===== config.mk =====
export PLATFORM = sky130hd
export DESIGN_NAME = sem_rmw_unit
export DESIGN_NICKNAME = d
export VERILOG_FILES = /design/src/rtl/sem_pkg.sv /design/src/rtl/sem_legality.sv /design/src/rtl/sem_modify.sv /design/src/rtl/sem_seq.sv /design/src/rtl/sem_rmw_unit.sv
export SDC_FILE = /design/constraint.sdc
export NUM_CORES = 1
export LEC_CHECK = 0
export ABC_AREA = 1
export ABC_CLOCK_PERIOD_IN_PS = 2880
export BUFFER_PORTS_ARGS = -buffer_cell sky130_fd_sc_hd__buf_2
export CORE_MARGIN = 10
export CORE_UTILIZATION = 45
export CTS_CLUSTER_SIZE = 14
export DETAILED_ROUTE_END_ITERATION = 10
export PLACE_DENSITY = 0.74
export SETUP_SLACK_MARGIN = 0.15
export SLEW_MARGIN = 20
export SYNTH_ARGS = -nofsm -noshare
export SYNTH_HDL_FRONTEND = slang
export SYNTH_SLANG_ARGS = --single-unit

===== constraint.sdc =====
create_clock -name clk -period 2.88 [get_ports clk]
set_input_delay 0.72 -clock clk [delete_from_list [all_inputs] [get_ports clk]]
set_output_delay 0.72 -clock clk [all_outputs]
set_load 0.005 [all_outputs]

===== src/rtl/sem_pkg.sv =====
package sem_pkg;
  typedef enum logic [1:0] {OP_XCHG = 2'd0, OP_CMPXCHG = 2'd1, OP_FETCHADD = 2'd2, OP_RSVD = 2'd3} sem_op_e;
  typedef enum logic [1:0] {ATTR_WB = 2'd0, ATTR_UC = 2'd1, ATTR_UCE = 2'd2, ATTR_WC = 2'd3} sem_attr_e;
  typedef enum logic [1:0] {FLT_NONE = 2'd0, FLT_LOCK = 2'd1, FLT_UNSUP = 2'd2, FLT_UNALIGN = 2'd3} sem_fault_e;
  typedef enum logic [2:0] {ST_IDLE, ST_READ, ST_WRITE, ST_EXP_REQ, ST_EXP_WAIT, ST_DONE} sem_state_e;
endpackage


===== src/rtl/sem_legality.sv =====
module sem_legality
  import sem_pkg::*;
#(
  parameter bit EXPORT_FA = 1'b1
) (
  input  logic [1:0] op_i,
  input  logic [2:0] addr_lo_i,
  input  logic [1:0] size_i,
  input  logic [1:0] attr_i,
  input  logic       legacy_lock_i,
  input  logic       lock_ctl_i,
  input  logic       align_chk_i,
  output logic [1:0] fault_o,
  output logic       export_o
);
  logic [2:0] low_mask;
  logic       misaligned, cacheable, uce_fa_ok, lock_hit, unsup;
  logic       unused_align_chk;

  assign unused_align_chk = align_chk_i;  // alignment faults never depend on it

  always_comb begin
    low_mask   = 3'((4'd1 << size_i) - 4'd1);
    misaligned = |(addr_lo_i & low_mask);
    cacheable  = (attr_i == ATTR_WB);
    uce_fa_ok  = EXPORT_FA && (op_i == OP_FETCHADD) && (attr_i == ATTR_UCE);
    unsup      = (op_i == OP_RSVD) || !(cacheable || uce_fa_ok);
    lock_hit   = legacy_lock_i && lock_ctl_i && (!cacheable || misaligned);
    if (lock_hit)        fault_o = FLT_LOCK;
    else if (unsup)      fault_o = FLT_UNSUP;
    else if (misaligned) fault_o = FLT_UNALIGN;
    else                 fault_o = FLT_NONE;
    export_o = uce_fa_ok && (fault_o == FLT_NONE);
  end

  always_comb begin
    if (fault_o == FLT_NONE) begin
      assert_clean_is_aligned_R9: assert (!misaligned);
    end
  end
endmodule


===== src/rtl/sem_modify.sv =====
module sem_modify
  import sem_pkg::*;
#(
  parameter int DATA_W = 64
) (
  input  logic [1:0]        op_i,
  input  logic [1:0]        size_i,
  input  logic [DATA_W-1:0] rdata_i,
  input  logic [DATA_W-1:0] operand_i,
  input  logic [DATA_W-1:0] cmp_i,
  output logic [DATA_W-1:0] old_o,
  output logic [DATA_W-1:0] new_o,
  output logic              write_o
);
  localparam int NBYTES = DATA_W / 8;

  logic [DATA_W-1:0] mask, opnd_m;

  always_comb begin
    mask = '0;
    for (int b = 0; b < NBYTES; b++) begin
      mask[b*8 +: 8] = (b < (1 << size_i)) ? 8'hFF : 8'h00;
    end
    old_o  = rdata_i & mask;
    opnd_m = operand_i & mask;
    case (op_i)
      OP_XCHG:     begin new_o = opnd_m;                   write_o = 1'b1; end
      OP_CMPXCHG:  begin new_o = opnd_m;                   write_o = (old_o == (cmp_i & mask)); end
      OP_FETCHADD: begin new_o = (old_o + opnd_m) & mask;  write_o = 1'b1; end
      default:     begin new_o = old_o;                    write_o = 1'b0; end
    endcase
  end
endmodule


===== src/rtl/sem_seq.sv =====
module sem_seq
  import sem_pkg::*;
#(
  parameter int ADDR_W = 32,
  parameter int DATA_W = 64
) (
  input  logic              clk,
  input  logic              rst_n,
  input  logic              req_valid_i,
  output logic              req_ready_o,
  input  logic [1:0]        req_op_i,
  input  logic [ADDR_W-1:0] req_addr_i,
  input  logic [1:0]        req_size_i,
  input  logic [DATA_W-1:0] req_operand_i,
  input  logic [DATA_W-1:0] req_cmp_i,
  input  logic              req_acq_i,
  input  logic [1:0]        chk_fault_i,
  input  logic              chk_export_i,
  output logic [1:0]        cur_op_o,
  output logic [1:0]        cur_size_o,
  output logic [DATA_W-1:0] cur_operand_o,
  output logic [DATA_W-1:0] cur_cmp_o,
  input  logic [DATA_W-1:0] mod_old_i,
  input  logic [DATA_W-1:0] mod_new_i,
  input  logic              mod_write_i,
  output logic              mem_cmd_valid_o,
  input  logic              mem_cmd_ready_i,
  output logic              mem_cmd_write_o,
  output logic              mem_lock_o,
  output logic [ADDR_W-1:0] mem_addr_o,
  output logic [1:0]        mem_size_o,
  output logic [DATA_W-1:0] mem_wdata_o,
  output logic              exp_valid_o,
  input  logic              exp_ready_i,
  output logic [ADDR_W-1:0] exp_addr_o,
  output logic [1:0]        exp_size_o,
  output logic [DATA_W-1:0] exp_operand_o,
  input  logic              exp_done_i,
  input  logic [DATA_W-1:0] exp_old_i,
  output logic              rsp_valid_o,
  output logic [DATA_W-1:0] rsp_old_o,
  output logic              rsp_acquire_o,
  output logic [1:0]        rsp_fault_o
);
  sem_state_e        st;
  logic [1:0]        op_q, size_q, fault_q;
  logic [ADDR_W-1:0] addr_q;
  logic [DATA_W-1:0] opnd_q, cmp_q, old_q, new_q;
  logic              acq_q;

  always_ff @(posedge clk) begin
    if (!rst_n) begin
      st      <= ST_IDLE;
      op_q    <= '0;
      size_q  <= '0;
      fault_q <= '0;
      addr_q  <= '0;
      opnd_q  <= '0;
      cmp_q   <= '0;
      old_q   <= '0;
      new_q   <= '0;
      acq_q   <= 1'b0;
    end else begin
      case (st)
        ST_IDLE: if (req_valid_i) begin
          op_q    <= req_op_i;
          size_q  <= req_size_i;
          addr_q  <= req_addr_i;
          opnd_q  <= req_operand_i;
          cmp_q   <= req_cmp_i;
          acq_q   <= req_acq_i;
          fault_q <= chk_fault_i;
          old_q   <= '0;
          if (chk_fault_i != FLT_NONE) st <= ST_DONE;
          else if (chk_export_i)       st <= ST_EXP_REQ;
          else                         st <= ST_READ;
        end
        ST_READ: if (mem_cmd_ready_i) begin
          old_q <= mod_old_i;
          new_q <= mod_new_i;
          st    <= mod_write_i ? ST_WRITE : ST_DONE;
        end
        ST_WRITE:    if (mem_cmd_ready_i) st <= ST_DONE;
        ST_EXP_REQ:  if (exp_ready_i) st <= ST_EXP_WAIT;
        ST_EXP_WAIT: if (exp_done_i) begin
          old_q <= exp_old_i;
          st    <= ST_DONE;
        end
        default: st <= ST_IDLE;
      endcase
    end
  end

  assign req_ready_o     = (st == ST_IDLE);
  assign cur_op_o        = op_q;
  assign cur_size_o      = size_q;
  assign cur_operand_o   = opnd_q;
  assign cur_cmp_o       = cmp_q;
  assign mem_cmd_valid_o = (st == ST_READ) || (st == ST_WRITE);
  assign mem_cmd_write_o = (st == ST_WRITE);
  assign mem_lock_o      = mem_cmd_valid_o;
  assign mem_addr_o      = addr_q;
  assign mem_size_o      = size_q;
  assign mem_wdata_o     = new_q;
  assign exp_valid_o     = (st == ST_EXP_REQ);
  assign exp_addr_o      = addr_q;
  assign exp_size_o      = size_q;
  assign exp_operand_o   = opnd_q;
  assign rsp_valid_o     = (st == ST_DONE);
  assign rsp_old_o       = old_q;
  assign rsp_fault_o     = fault_q;
  assign rsp_acquire_o   = rsp_valid_o && (fault_q == FLT_NONE) && ((op_q == OP_XCHG) || acq_q);

  assert_busy_blocks_accept_R1: assert property (@(posedge clk) disable iff (!rst_n)
    (req_valid_i && req_ready_o) |=> !req_ready_o);
  assert_done_single_pulse_R1: assert property (@(posedge clk) disable iff (!rst_n)
    rsp_valid_o |=> !rsp_valid_o);
  assert_write_inside_lock_R6: assert property (@(posedge clk) disable iff (!rst_n)
    (mem_cmd_valid_o && mem_cmd_write_o) |-> (mem_lock_o && $past(mem_lock_o)));
  assert_lock_addr_steady_R6: assert property (@(posedge clk) disable iff (!rst_n)
    (mem_lock_o && $past(mem_lock_o)) |-> $stable(mem_addr_o));
  assert_fault_no_traffic_R12: assert property (@(posedge clk) disable iff (!rst_n)
    (mem_cmd_valid_o || exp_valid_o) |-> (fault_q == FLT_NONE));
  assert_fault_next_cycle_R12: assert property (@(posedge clk) disable iff (!rst_n)
    (req_valid_i && req_ready_o && (chk_fault_i != FLT_NONE))
      |=> (rsp_valid_o && (rsp_fault_o == $past(chk_fault_i)) && !rsp_acquire_o));
endmodule


===== src/rtl/sem_rmw_unit.sv =====
module sem_rmw_unit
  import sem_pkg::*;
#(
  parameter int ADDR_W    = 32,
  parameter int DATA_W    = 64,
  parameter bit EXPORT_FA = 1'b1
) (
  input  logic              clk,
  input  logic              rst_n,
  input  logic              req_valid,
  output logic              req_ready,
  input  logic [1:0]        req_op,
  input  logic [ADDR_W-1:0] req_addr,
  input  logic [1:0]        req_size,
  input  logic [DATA_W-1:0] req_operand,
  input  logic [DATA_W-1:0] req_cmp,
  input  logic              req_acquire,
  input  logic [1:0]        req_attr,
  input  logic              req_legacy_lock,
  input  logic              ctl_lock_icpt,
  input  logic              req_align_chk,
  output logic              rsp_valid,
  output logic [DATA_W-1:0] rsp_old,
  output logic              rsp_acquire,
  output logic [1:0]        rsp_fault,
  output logic              mem_cmd_valid,
  input  logic              mem_cmd_ready,
  output logic              mem_cmd_write,
  output logic              mem_lock,
  output logic [ADDR_W-1:0] mem_addr,
  output logic [1:0]        mem_size,
  output logic [DATA_W-1:0] mem_wdata,
  input  logic [DATA_W-1:0] mem_rdata,
  output logic              exp_valid,
  input  logic              exp_ready,
  output logic [ADDR_W-1:0] exp_addr,
  output logic [1:0]        exp_size,
  output logic [DATA_W-1:0] exp_operand,
  input  logic              exp_done,
  input  logic [DATA_W-1:0] exp_old
);
  logic [1:0]        chk_fault, cur_op, cur_size;
  logic              chk_export, mod_write;
  logic [DATA_W-1:0] cur_operand, cur_cmp, mod_old, mod_new;

  sem_legality #(.EXPORT_FA(EXPORT_FA)) u_legal (
    .op_i(req_op), .addr_lo_i(req_addr[2:0]), .size_i(req_size), .attr_i(req_attr),
    .legacy_lock_i(req_legacy_lock), .lock_ctl_i(ctl_lock_icpt), .align_chk_i(req_align_chk),
    .fault_o(chk_fault), .export_o(chk_export)
  );

  sem_modify #(.DATA_W(DATA_W)) u_modify (
    .op_i(cur_op), .size_i(cur_size), .rdata_i(mem_rdata), .operand_i(cur_operand),
    .cmp_i(cur_cmp), .old_o(mod_old), .new_o(mod_new), .write_o(mod_write)
  );

  sem_seq #(.ADDR_W(ADDR_W), .DATA_W(DATA_W)) u_seq (
    .clk(clk), .rst_n(rst_n),
    .req_valid_i(req_valid), .req_ready_o(req_ready), .req_op_i(req_op),
    .req_addr_i(req_addr), .req_size_i(req_size), .req_operand_i(req_operand),
    .req_cmp_i(req_cmp), .req_acq_i(req_acquire),
    .chk_fault_i(chk_fault), .chk_export_i(chk_export),
    .cur_op_o(cur_op), .cur_size_o(cur_size), .cur_operand_o(cur_operand), .cur_cmp_o(cur_cmp),
    .mod_old_i(mod_old), .mod_new_i(mod_new), .mod_write_i(mod_write),
    .mem_cmd_valid_o(mem_cmd_valid), .mem_cmd_ready_i(mem_cmd_ready),
    .mem_cmd_write_o(mem_cmd_write), .mem_lock_o(mem_lock), .mem_addr_o(mem_addr),
    .mem_size_o(mem_size), .mem_wdata_o(mem_wdata),
    .exp_valid_o(exp_valid), .exp_ready_i(exp_ready), .exp_addr_o(exp_addr),
    .exp_size_o(exp_size), .exp_operand_o(exp_operand), .exp_done_i(exp_done),
    .exp_old_i(exp_old),
    .rsp_valid_o(rsp_valid), .rsp_old_o(rsp_old), .rsp_acquire_o(rsp_acquire),
    .rsp_fault_o(rsp_fault)
  );
endmodule


Word level (Yosys, flattened, before mapping) --
Cells that the tools add are included.
Operators by class: $add $sub $neg 2, $mul 0, div/mod/pow operators 0, $lt $le $gt $ge 8, eq/ne operators 16, shifts and indexed selects 2, mux-type cells 26, bitwise logic cells 5, reduce and logical (&&, ||, !) cells 27
Operators by type and width (count):
- $and A64 B64 Y64 | 4
- $mux W64 | 3
- $pmux W64 S3 | 1
- $lt A4 B32 Y1 const A | 4
- $pmux W64 S2 | 1
- $add A64 B64 Y64 | 1
- $eq A64 B64 Y1 | 1
- $lt A3 B32 Y1 const A | 2
- $mux W8 | 8
- $lt A1 B32 Y1 const A | 1
- $lt A2 B32 Y1 const A | 1
- $shl A1 B2 Y32 const A | 1
- $mux W3 | 7
- $pmux W3 S5 | 1
- $eq A2 B2 Y1 const B | 4
- $logic_not A2 Y1 | 4
- $mux W2 | 4
- $ne A2 B2 Y1 const B | 4
- $eq A3 B2 Y1 const B | 2
- $eq A3 B3 Y1 const B | 2
- $logic_and A1 B1 Y1 | 6
- $logic_or A1 B1 Y1 | 5
- $reduce_and A5 Y1 | 1
- $reduce_and A2 Y1 | 2
- other kinds (14) | 16
Word-level totals: register bits 298, bits in latches 0, memory bits (writable) 0, bits in read-only memories 0, output and inout bits 269, memories 0

Logic depth before layout (Yosys ltp) --
Gate-level depths: netlist (run 1).
depth in word-level cells 13, depth in mapped cells 20

Modules after synthesis --
A second synthesis (run 1) with hierarchy kept.
Second synthesis, totals: cells, all modules 3505, area, all modules 20908.8 µm²
Modules (own cells, without submodules):
- sem_seq | times used 1, cells an instance 1806, area an instance 12827.3 µm²
- sem_modify | times used 1, cells an instance 1668, area an instance 7955.1 µm²
- sem_legality | times used 1, cells an instance 31, area an instance 126.4 µm²

Least setup slack after synthesis (run 1) --
No wires, ideal clock.
kind flip-flop to flip-flop, start register u_seq.size_q[0], in the netlist u_seq.cur_size_o[0], end register u_seq.new_q[52], in the netlist u_seq.mem_wdata_o[52], setup time 0.124 ns, arrival time 2.613 ns, required time 2.756 ns, setup slack 0.143 ns, stages on the path, launching flop included 19, cell sequence dfxtp_1 buf_6 nand2_2 buf_6 buf_2 buf_1 nor2_1 ha_1 nand2_1 nor2_1 inv_1 nor2_1 inv_1 nor4_1 nand2_1 nand2_1 nand2_1 nand3_1 a21oi_1
On the way: word-level cells in the longest chain between the ends 7, elaborated cells between the ends (all ways) 20
RTL lines:
- start, declared | line sem_seq.sv:46 | logic [1:0] op_q, size_q, fault_q;
- start signal, assigned | line sem_seq.sv:67 | size_q <= req_size_i;
- $shl A1 B2 Y32 (*) | line sem_modify.sv:22 | mask[b*8 +: 8] = (b < (1 << size_i)) ? 8'hFF : 8'h00;
- $lt A1 B32 Y1, or another cell as far along | line sem_modify.sv:22
- $mux W8 | line sem_modify.sv:22
- $and A64 B64 Y64 (on tied branches) | line sem_modify.sv:24, sem_modify.sv:25
- $add A64 B64 Y64 | line sem_modify.sv:29 | OP_FETCHADD: begin new_o = (old_o + opnd_m) & mask; write_o = 1'b1; end
- $and A64 B64 Y64 | line sem_modify.sv:29
- $pmux W64 S2 (*) | line sem_modify.sv:26 | case (op_i)
- end signal, assigned | line sem_seq.sv:80 | new_q <= mod_new_i;
- end, declared | line sem_seq.sv:48 | logic [DATA_W-1:0] opnd_q, cmp_q, old_q, new_q;
Mark *: on every way between the ends. The rest lies on a longest branch, timed or not. A chain may end at the register's enable or synchronous reset.

Final worst setup path (run 1) --
start register u_seq.size_q[1], in the netlist u_seq.cur_size_o[1], end register u_seq.new_q[58], in the netlist u_seq.mem_wdata_o[58]
Same word-level chain as after synthesis.

==> results.txt, run 1 <==
----------------------------------------------------
[Status]
  Result of the run ... completed

[Global routing]
  Largest net degree at the start of global routing ... between 100 and 150
  Vias in the first global route ... between 20,000 and 25,000
  Overflow after GRT ... 0
  Initial antenna violation count ... 19
  Wire length of the first global-routing pass ... about 140,000 um
  Combined global-route utilization of all metal layers ... between 30% and 40%

[Synth]
  Syn avg cell area ... 6.503 um2
  Number of library cell types mapped by synthesis ... 51
  Synth cell count leaders ... nand2_1, nor2_1, o21ai_0
  Post-Synthesis Cell Area ... 18,520 um2
  Most used flip-flop cell after synthesis ... dfxtp_1
  Proportion of synthesized chip area in sequential cells ... between 30% and 40%
  Mapped Cells ... between 2,000 and 3,000
  Library cell occupying the most area in the post-synthesis netlist ... dfxtp_1
  Seq cells post-synth ... 298
  EDFF count, synth ... 0
  Top cells by area in the synthesized netlist ... dfxtp_1, o21ai_0, nand2_1
  Net count of the mapped netlist ... roughly 3,200
  Portion of synthesized cell area occupied by the leading cell type ... between 30% and 40%
  Total number of yosys warnings ... 0
  Cell with the most instances after synthesis ... nand2_1
  Synth async-reset ratio ... 0%

[Routing]
  DR DRC count ... 0
  Initial DRT Pass Iterations ... 7
  Detailed-route wire length per cell ... ~23 um
  Vias/cell ... approximately 5.7
  Antenna viol nets, final ... 0
  Number of DRC violations after detailed-routing iteration 0 ... 2,696
  Vias after detailed routing ... about 24,000
  Wirelength, routed ... between 90,000 and 100,000 um

[Timing]
  Setup TNS after final layout ... 0 ns
  Worst slew pin tran ... around 0.88 ns
  Slew HR ... between 40% and 50%
  Share of the cycle needed by the critical path after routing ... between 90% and 100%
  Minimum clock period after layout ... between 2 and 3 ns
  Setup-failing EPs final ... 0
  Final Hold Fails ... 0
  Highest achievable clock rate ... between 300 and 400 MHz
  Clock Skews ... about 0.017 ns
  Least setup slack across all paths after layout ... about 0.15 ns
  Setup repair after global routing missed its margin ... yes
  Pins over their slew limit ... 0

[CTS]
  Bufs on Longest Clock Path ... 3
  Clock latency on the worst-skew pair ... 0.55 ns
  CTS sink cnt ... between 200 and 300
  H-tree lvl count ... 2
  Clock tree from TritonCTS ... yes
  Clock Pin Slew Worst Setup and Hold Paths ... roughly 0.06 ns
  Buffer cell driving the clock tree root ... clkbuf_16
  Cts-stage hold buffer count ... 0
  Clock buffer count from CTS ... 35

[Die]
  Floorplan die width ... about 220 um
  Row Count ... 74
  Overall die area ... ~50,000 um2
  Chip Height ... ~220 um
  Floorplan Core Area ... approximately 41,000 um2
  Count of boundary I/O pins ... approximately 570
  Starting Density ... between 40 and 50%

[Layout]
  Number of filler instances in the final layout ... ~3,800
  Layout Area Growth over Synthesis ... 43.15%
  Area of combinational cells with multiple inputs ... ~12,000 um2
  Count of non-filler cells in the finished layout ... about 4,200
  Final design instance area without fill ... between 20,000 and 30,000 um2
  Fraction of layout cells with a size suffix above 1 ... a little over a third
  Net count of the finished layout ... approximately 4,000
  Reg area ... 5971 um2

[Setup path]
  Worst EP arrival ... about 3.2 ns
  Maximum fanout count along the critical path ... 10
  Category of the most critical setup path ... register to register
  Destination of the worst register-to-register timing path ... u_seq.mem_wdata_o[58]$_SDFFE_PN0P_
  Startpoint types ... register
  Launch point of the critical path ... u_seq.cur_size_o[1]$_SDFFE_PN0P_
  Capturing instance or port of the critical path ... u_seq.mem_wdata_o[58]$_SDFFE_PN0P_
  Source of the worst register-to-register timing path ... u_seq.cur_size_o[1]$_SDFFE_PN0P_
  Worst setup EP type ... register
  Register-to-register setup slack ... roughly 0.15 ns
  WP data required ... 3.36 ns
  Worst reg-to-reg path cell count ... 17

[Pwr]
  Ratio of total power to cell area ... between 700 and 800 nW/um2
  Total power consumption of the routed design ... about 20 mW
  Static leakage power ... roughly 13 nW
  Maximum ir drop on the vdd rail ... around 0.83 mV

[Placed design]
  Final RePlAce weighted congestion ... approximately 1.0
  HPWL Detailed ... ~75,000 um
  Count of buffers inserted at the top-level ports ... around 570
  Placed instance area ... approximately 24,000 um2
  Worst slack at placement ... -0.1800 ns
  # placed instances ... between 4,000 and 5,000

[Worst hold path]
  Classification of the worst-slack hold path ... primary input to register
  Hold_sp ... req_addr[3]

[Job]
  Max-Cap Viols ... 0

----------------------------------------------------
## where the power goes
part	switching, mW	internal [mW]	leakage (nW)
registers	0.760	5.38	2.46
clock network	1.86	2.60	0.548
logic	5.52	3.36	9.81
total	8.14	11.3	12.8
## per-layer routing
layer | global-route usage (%) | vias up | share of wire [%]
met5 | 0 | - | 0.073
met4 | 13.99 | 10 | 4.1
met3 | 8.617 | 229 | 11
met2 | 57.22 | 1413 | 46
met1 | 43.32 | 11112 | 38
li1 | - | 11085 | -
## flip-flops by register name (all words and copies together), names as in the netlist, 3 cells and up
| signal | cells |
|---|---|
| u_seq.exp_addr_o | 32 |
| u_seq.st | 3 |
| u_seq.mem_wdata_o | 64 |
| u_seq.cur_operand_o | 64 |
| u_seq.cur_cmp_o | 64 |
| u_seq.rsp_old_o | 64 |
## cells by family after synthesis
kind of cell / count (synthesis) / share of synthesized area, %
simple gates: 1074 / 24.47
buf+inv: 529 / 11.71
compound gates: 859 / 26.18
flops: 298 / 32.21
fa+ha+maj: 60 / 4.094
xor+xnor: 28 / 1.324
## repair_timing
action / 4_1_cts / 5_1_grt
pin swaps: 1 / 53
gates resized for setup: 20 / 347
endpoints found under the setup margin: 25 / 47
gates cloned: 0 / 6
setup buffers: 2 / 15
## per-stage QoR
stage	hold WS (ns)	utilization, %
2_1_floorplan	0.4393	-
3_3_place_gp	0.4529	58.20
3_5_place_dp	0.4623	58.20
4_1_cts	0.3687	61.12
5_1_grt	0.3940	65.06
6_report	0.3869	65.08
## cells in the final DEF (no fill, tap or decap), types with 6 or more instances in the layout
master and n:
nand3_1 120, a22oi_1 38, nand2_2 50, a21oi_1 244, buf_4 313, buf_12 11, nor2_4 43, nor3_1 23
or2_2 6, clkbuf_16 41, a221oi_1 78, o22ai_1 28, nand4_1 18, nor3_2 11, nand3b_1 11, nand2_1 405
diode_2 8, clkbuf_1 8, o21ai_0 333, xor2_1 22, clkbuf_8 7, dfxtp_1 296, ha_1 25, inv_2 28
a21oi_2 56, ha_4 32, nor2_1 288, inv_1 325, nand2_4 7, a31oi_1 12, nor2_2 61, buf_2 570
nand3_2 8, o21ai_1 31, nor4_2 10
## cell type report
class / count / area share [%]
timing repair buffer: 904 / 21.25
tap: 532 / 2.510
multi-input combinational: 2021 / 44.40
clock inverter: 9 / 0.4011
sequential: 298 / 22.52
antenna: 8 / 0.07550
inverter: 355 / 5.063
clock buffer: 50 / 3.780
## worst max-delay path, stage by stage, from the launching register on
cell      delay [ns]
dfxtp_4         0.37
nand2_4         0.08
buf_12          0.16
buf_4           0.18
nor2_4          0.09
ha_2            0.31
inv_1           0.15
o21bai_2        0.11
inv_1           0.07
nand2_1         0.13
a21oi_2         0.25
buf_4           0.16
nor3_2          0.03
nor2_1          0.14
nand2_1         0.07
nand2_1         0.06
nand3_1         0.13
a21oi_2         0.15
## worst min-delay path by stage
stage	end	slack, ns	cells past startpoint
final	u_seq.exp_addr_o[3]$_SDFFE_PN0P_	0.39	3
after global routing	u_seq.exp_addr_o[3]$_SDFFE_PN0P_	0.39	3
after CTS	u_seq.cur_cmp_o[10]$_SDFFE_PN0P_	0.37	3
after detailed placement	u_seq.cur_cmp_o[5]$_SDFFE_PN0P_	0.46	2
after global placement	u_seq.cur_operand_o[39]$_SDFFE_PN0P_	0.45	2
after floorplan	u_seq.cur_cmp_o[20]$_SDFFE_PN0P_	0.44	2
(Power assumes the default switching activity.)
==> run 2, diff against run 1 <==
Settings changed: ABC_AREA 1 to unset, ABC_CLOCK_PERIOD_IN_PS 2880 to 3500, CTS_BUF_LIST set to sky130_fd_sc_hd__clkbuf_4 sky130_fd_sc_hd__clkbuf_8, PLACE_DENSITY 0.74 to 0.72.
Clock period 2.88 ns to 3.5 ns, I/O delays scaled along.
==> run 2 against run 1 <==
Against the previous run:
- clock power shrank 16%
- final cell count is 13% lower
- clock skew increased by 0.020 ns
- cell area decreased by 5.2%
- via count decreased by 15%
- critical path depth down 2
- worst setup slack worse by 0.11 ns
- synthesized area shrank 2.4%
- fmax decreased by 21%
- non-clock buffer count shrank 18
- critical path type unchanged
- largest cell class unchanged
==> results.txt, run 2 <==
----------------------------------------------------
[Synth]
  Portion of synthesized cell area occupied by the leading cell type ... roughly a third
  Synth async-reset ratio ... 0%
  EDFF count, synth ... 0
  Proportion of synthesized chip area in sequential cells ... between 30% and 40%
  Syn avg cell area ... roughly 7.8 um2
  Most used flip-flop cell after synthesis ... dfxtp_1
  Post-Synthesis Cell Area ... approximately 18,000 um2
  Synth cell count leaders ... nand2_1, dfxtp_1, a21boi_0
  Number of library cell types mapped by synthesis ... 74
  Library cell occupying the most area in the post-synthesis netlist ... dfxtp_1
  Total number of yosys warnings ... 0
  Net count of the mapped netlist ... between 2,000 and 3,000
  Cell with the most instances after synthesis ... nand2_1
  Mapped Cells ... ~2,300
  Top cells by area in the synthesized netlist ... dfxtp_1, nand2_1, a21boi_0
  Seq cells post-synth ... a little under 300

[Layout]
  Net count of the finished layout ... 3,411
  Number of filler instances in the final layout ... roughly 3,500
  Commonest non-fill, non-tap cells in the layout ... buf_2, nand2_1, buf_4
  Leading cell type in the layout, fill and taps excluded ... buf_2
  Fraction of layout cells with a size suffix above 1 ... a little over a third
  Final design instance area without fill ... between 20,000 and 30,000 um2
  Layout Area Growth over Synthesis ... 39.01%
  Core occupancy in the finished layout ... a little over three fifths

[CTS]
  Buffer cell driving the clock tree root ... clkbuf_8
  Clock tree from TritonCTS ... yes
  Clock latency on the worst-skew pair ... approximately 0.67 ns
  H-tree lvl count ... 2
  Bufs on Longest Clock Path ... 3
  CTS sink cnt ... 298
  Cts-stage hold buffer count ... 0
  Clock Pin Slew Worst Setup and Hold Paths ... about 0.060 ns
  Clock buffer count from CTS ... 52

[Routing]
  Vias after detailed routing ... ~20,000
  Antenna viol nets, final ... 0
  Vias/cell ... around 5.6
  Initial DRT Pass Iterations ... 6
  Detailed-route wire length per cell ... approximately 22 um
  Wirelength, routed ... 78,070 um
  Number of DRC violations after detailed-routing iteration 0 ... 1,547
  DR DRC count ... 0

[Setup path]
  WP data required ... 4.06 ns
  Category of the most critical setup path ... register to register
  Worst EP arrival ... 4.01 ns
  Maximum fanout count along the critical path ... 10
  Startpoint types ... register
  Worst setup EP type ... register

[Die]
  Overall die area ... roughly 49,000 um2
  Count of boundary I/O pins ... between 500 and 600
  Floorplan die width ... between 200 and 250 um
  Chip Height ... ~220 um
  Row Count ... 73
  Starting Density ... between 40% and 50%
  Floorplan Core Area ... about 40,000 um2

[Timing]
  Minimum clock period after layout ... around 3.5 ns
  Share of the cycle needed by the critical path after routing ... 98.69%
  Final Hold Fails ... 0
  Least setup slack across all paths after layout ... about 0.046 ns
  Clock Skews ... 0.03677 ns
  Pins over their slew limit ... 0
  Setup repair after global routing missed its margin ... yes
  Slew HR ... 40.80%
  Final-layout worst hold slack ... roughly 0.44 ns
  Setup-failing EPs final ... 0
  Worst slew pin tran ... slightly below 0.9 ns
  Highest achievable clock rate ... just under 300 MHz

[Pwr]
  Ratio of total power to cell area ... about 570 nW/um2
  Maximum ir drop on the vdd rail ... 0.5085 mV
  Static leakage power ... between 10 and 15 nW

[Placed design]
  Count of buffers inserted at the top-level ports ... 571
  Worst slack at placement ... -0.6061 ns
  HPWL Detailed ... between 60,000 and 70,000 um
  Final RePlAce weighted congestion ... 0.9343
  Placed instance area ... around 23,000 um2

[Global routing]
  Wire length of the first global-routing pass ... ~120,000 um
  Initial antenna violation count ... 4
  Vias in the first global route ... 20,298
  Overflow after GRT ... 0
  Combined global-route utilization of all metal layers ... slightly above 30%
  Largest net degree at the start of global routing ... 93

[Worst hold path]
  Classification of the worst-slack hold path ... register to register

[Status]
  Result of the run ... completed

[Job]
  Max-Cap Viols ... 0

----------------------------------------------------
run 2: changes by cell type in the layout (fill, tap and decap cells not counted), moves of 76 or more:
cell and change:
inv_1 -301, a21boi_0 +177, a221oi_1 -77, a21oi_1 -164
nand2_1 +113, o21ai_0 -223, nor2_1 -215, xnor2_1 +76
nand3_1 -105
run 2: cell families (layout without fill, tap and decap cells):
family / count (synthesis) / after routing / synth area share [%]
AO/OA/AOI/OAI: 742 / 742 / 29.34
buffers and inverters: 246 / 1008 / 5.842
flip-flops: 298 / 298 / 33.01
multiplexers: 16 / 16 / 0.8999
AND/OR/NAND/NOR: 839 / 840 / 20.64
adder cells (fa/ha/maj): 64 / 64 / 4.416
XOR/XNOR: 121 / 121 / 5.863
other: 0 / 6 / 0
run 2: critical path, cell delays in order (launching register included):
cell	delay, ns
dfxtp_4	0.41
buf_12	0.16
buf_6	0.14
and2_4	0.15
ha_4	0.28
nand2_1	0.11
nor2_4	0.14
nand4_1	0.11
a211o_1	0.30
o31a_1	0.38
o31ai_4	0.35
a31oi_2	0.15
o21bai_1	0.16
a21oi_1	0.09
or3_1	0.31
a31oi_1	0.13
run 2: area by class of cell:
class                   instances  area (um2)  share of cell area [%]
multi-input cells            1783       11770                   46.85
flip-flops and latches        298        5982                   23.81
repair buffers                886        5390                   21.45
clock buffers                  83        1061                   4.223
well taps                     525       656.9                   2.614
clock inverters                13       151.4                  0.6026
inverters                      26       97.59                  0.3884
diodes                          6       15.01                 0.05976
run 2: power breakdown:
| group | switching (mW) | internal, mW | total [mW] |
|---|---|---|---|
| Combinational | 3.38 | 2.35 | 5.73 |
| Clock | 1.59 | 2.15 | 3.74 |
| Sequential | 0.644 | 4.18 | 4.82 |
run 2: final timing paths:
path,from,end,slack [ns],cells past startpoint
max,u_seq.cur_size_o[1]$_SDFFE_PN0P_,u_seq.mem_wdata_o[62]$_SDFFE_PN0P_,0.05,15
min reg2reg,u_seq.mem_wdata_o[30]$_SDFFE_PN0P_,u_seq.mem_wdata_o[30]$_SDFFE_PN0P_,0.44,2
max reg2reg,u_seq.cur_size_o[1]$_SDFFE_PN0P_,u_seq.mem_wdata_o[62]$_SDFFE_PN0P_,0.05,15
min,u_seq.mem_wdata_o[30]$_SDFFE_PN0P_,u_seq.mem_wdata_o[30]$_SDFFE_PN0P_,0.44,2
run 2: timing repair:
action | CTS | global route
gates resized for setup | 40 | 79
cloned | 1 | 2
pin swaps | 16 | 49
setup endpoints to repair | 32 | 34
buffers inserted | 9 | 14
run 2: routing by layer:
| layer | vias up | track usage [%] | wire (um) |
|---|---|---|---|
| met5 | - | 0 | 13 |
| met3 | 172 | 5.681 | 5652 |
| met2 | 823 | 51.90 | 38070 |
| li1 | 9638 | - | - |
| met1 | 9638 | 36.73 | 31330 |
| met4 | 2 | 12.62 | 3002 |
run 2: metrics by stage:
step	setup TNS, ns	std cells	power [mW]
floorplan	-0.1790	2326	7.915
global placement	-10.89	3492	10.25
detailed placement	-13.24	3492	10.43
CTS	0	3598	14.22
global route	-0.5875	3617	15.11
finish	0	3620	14.29
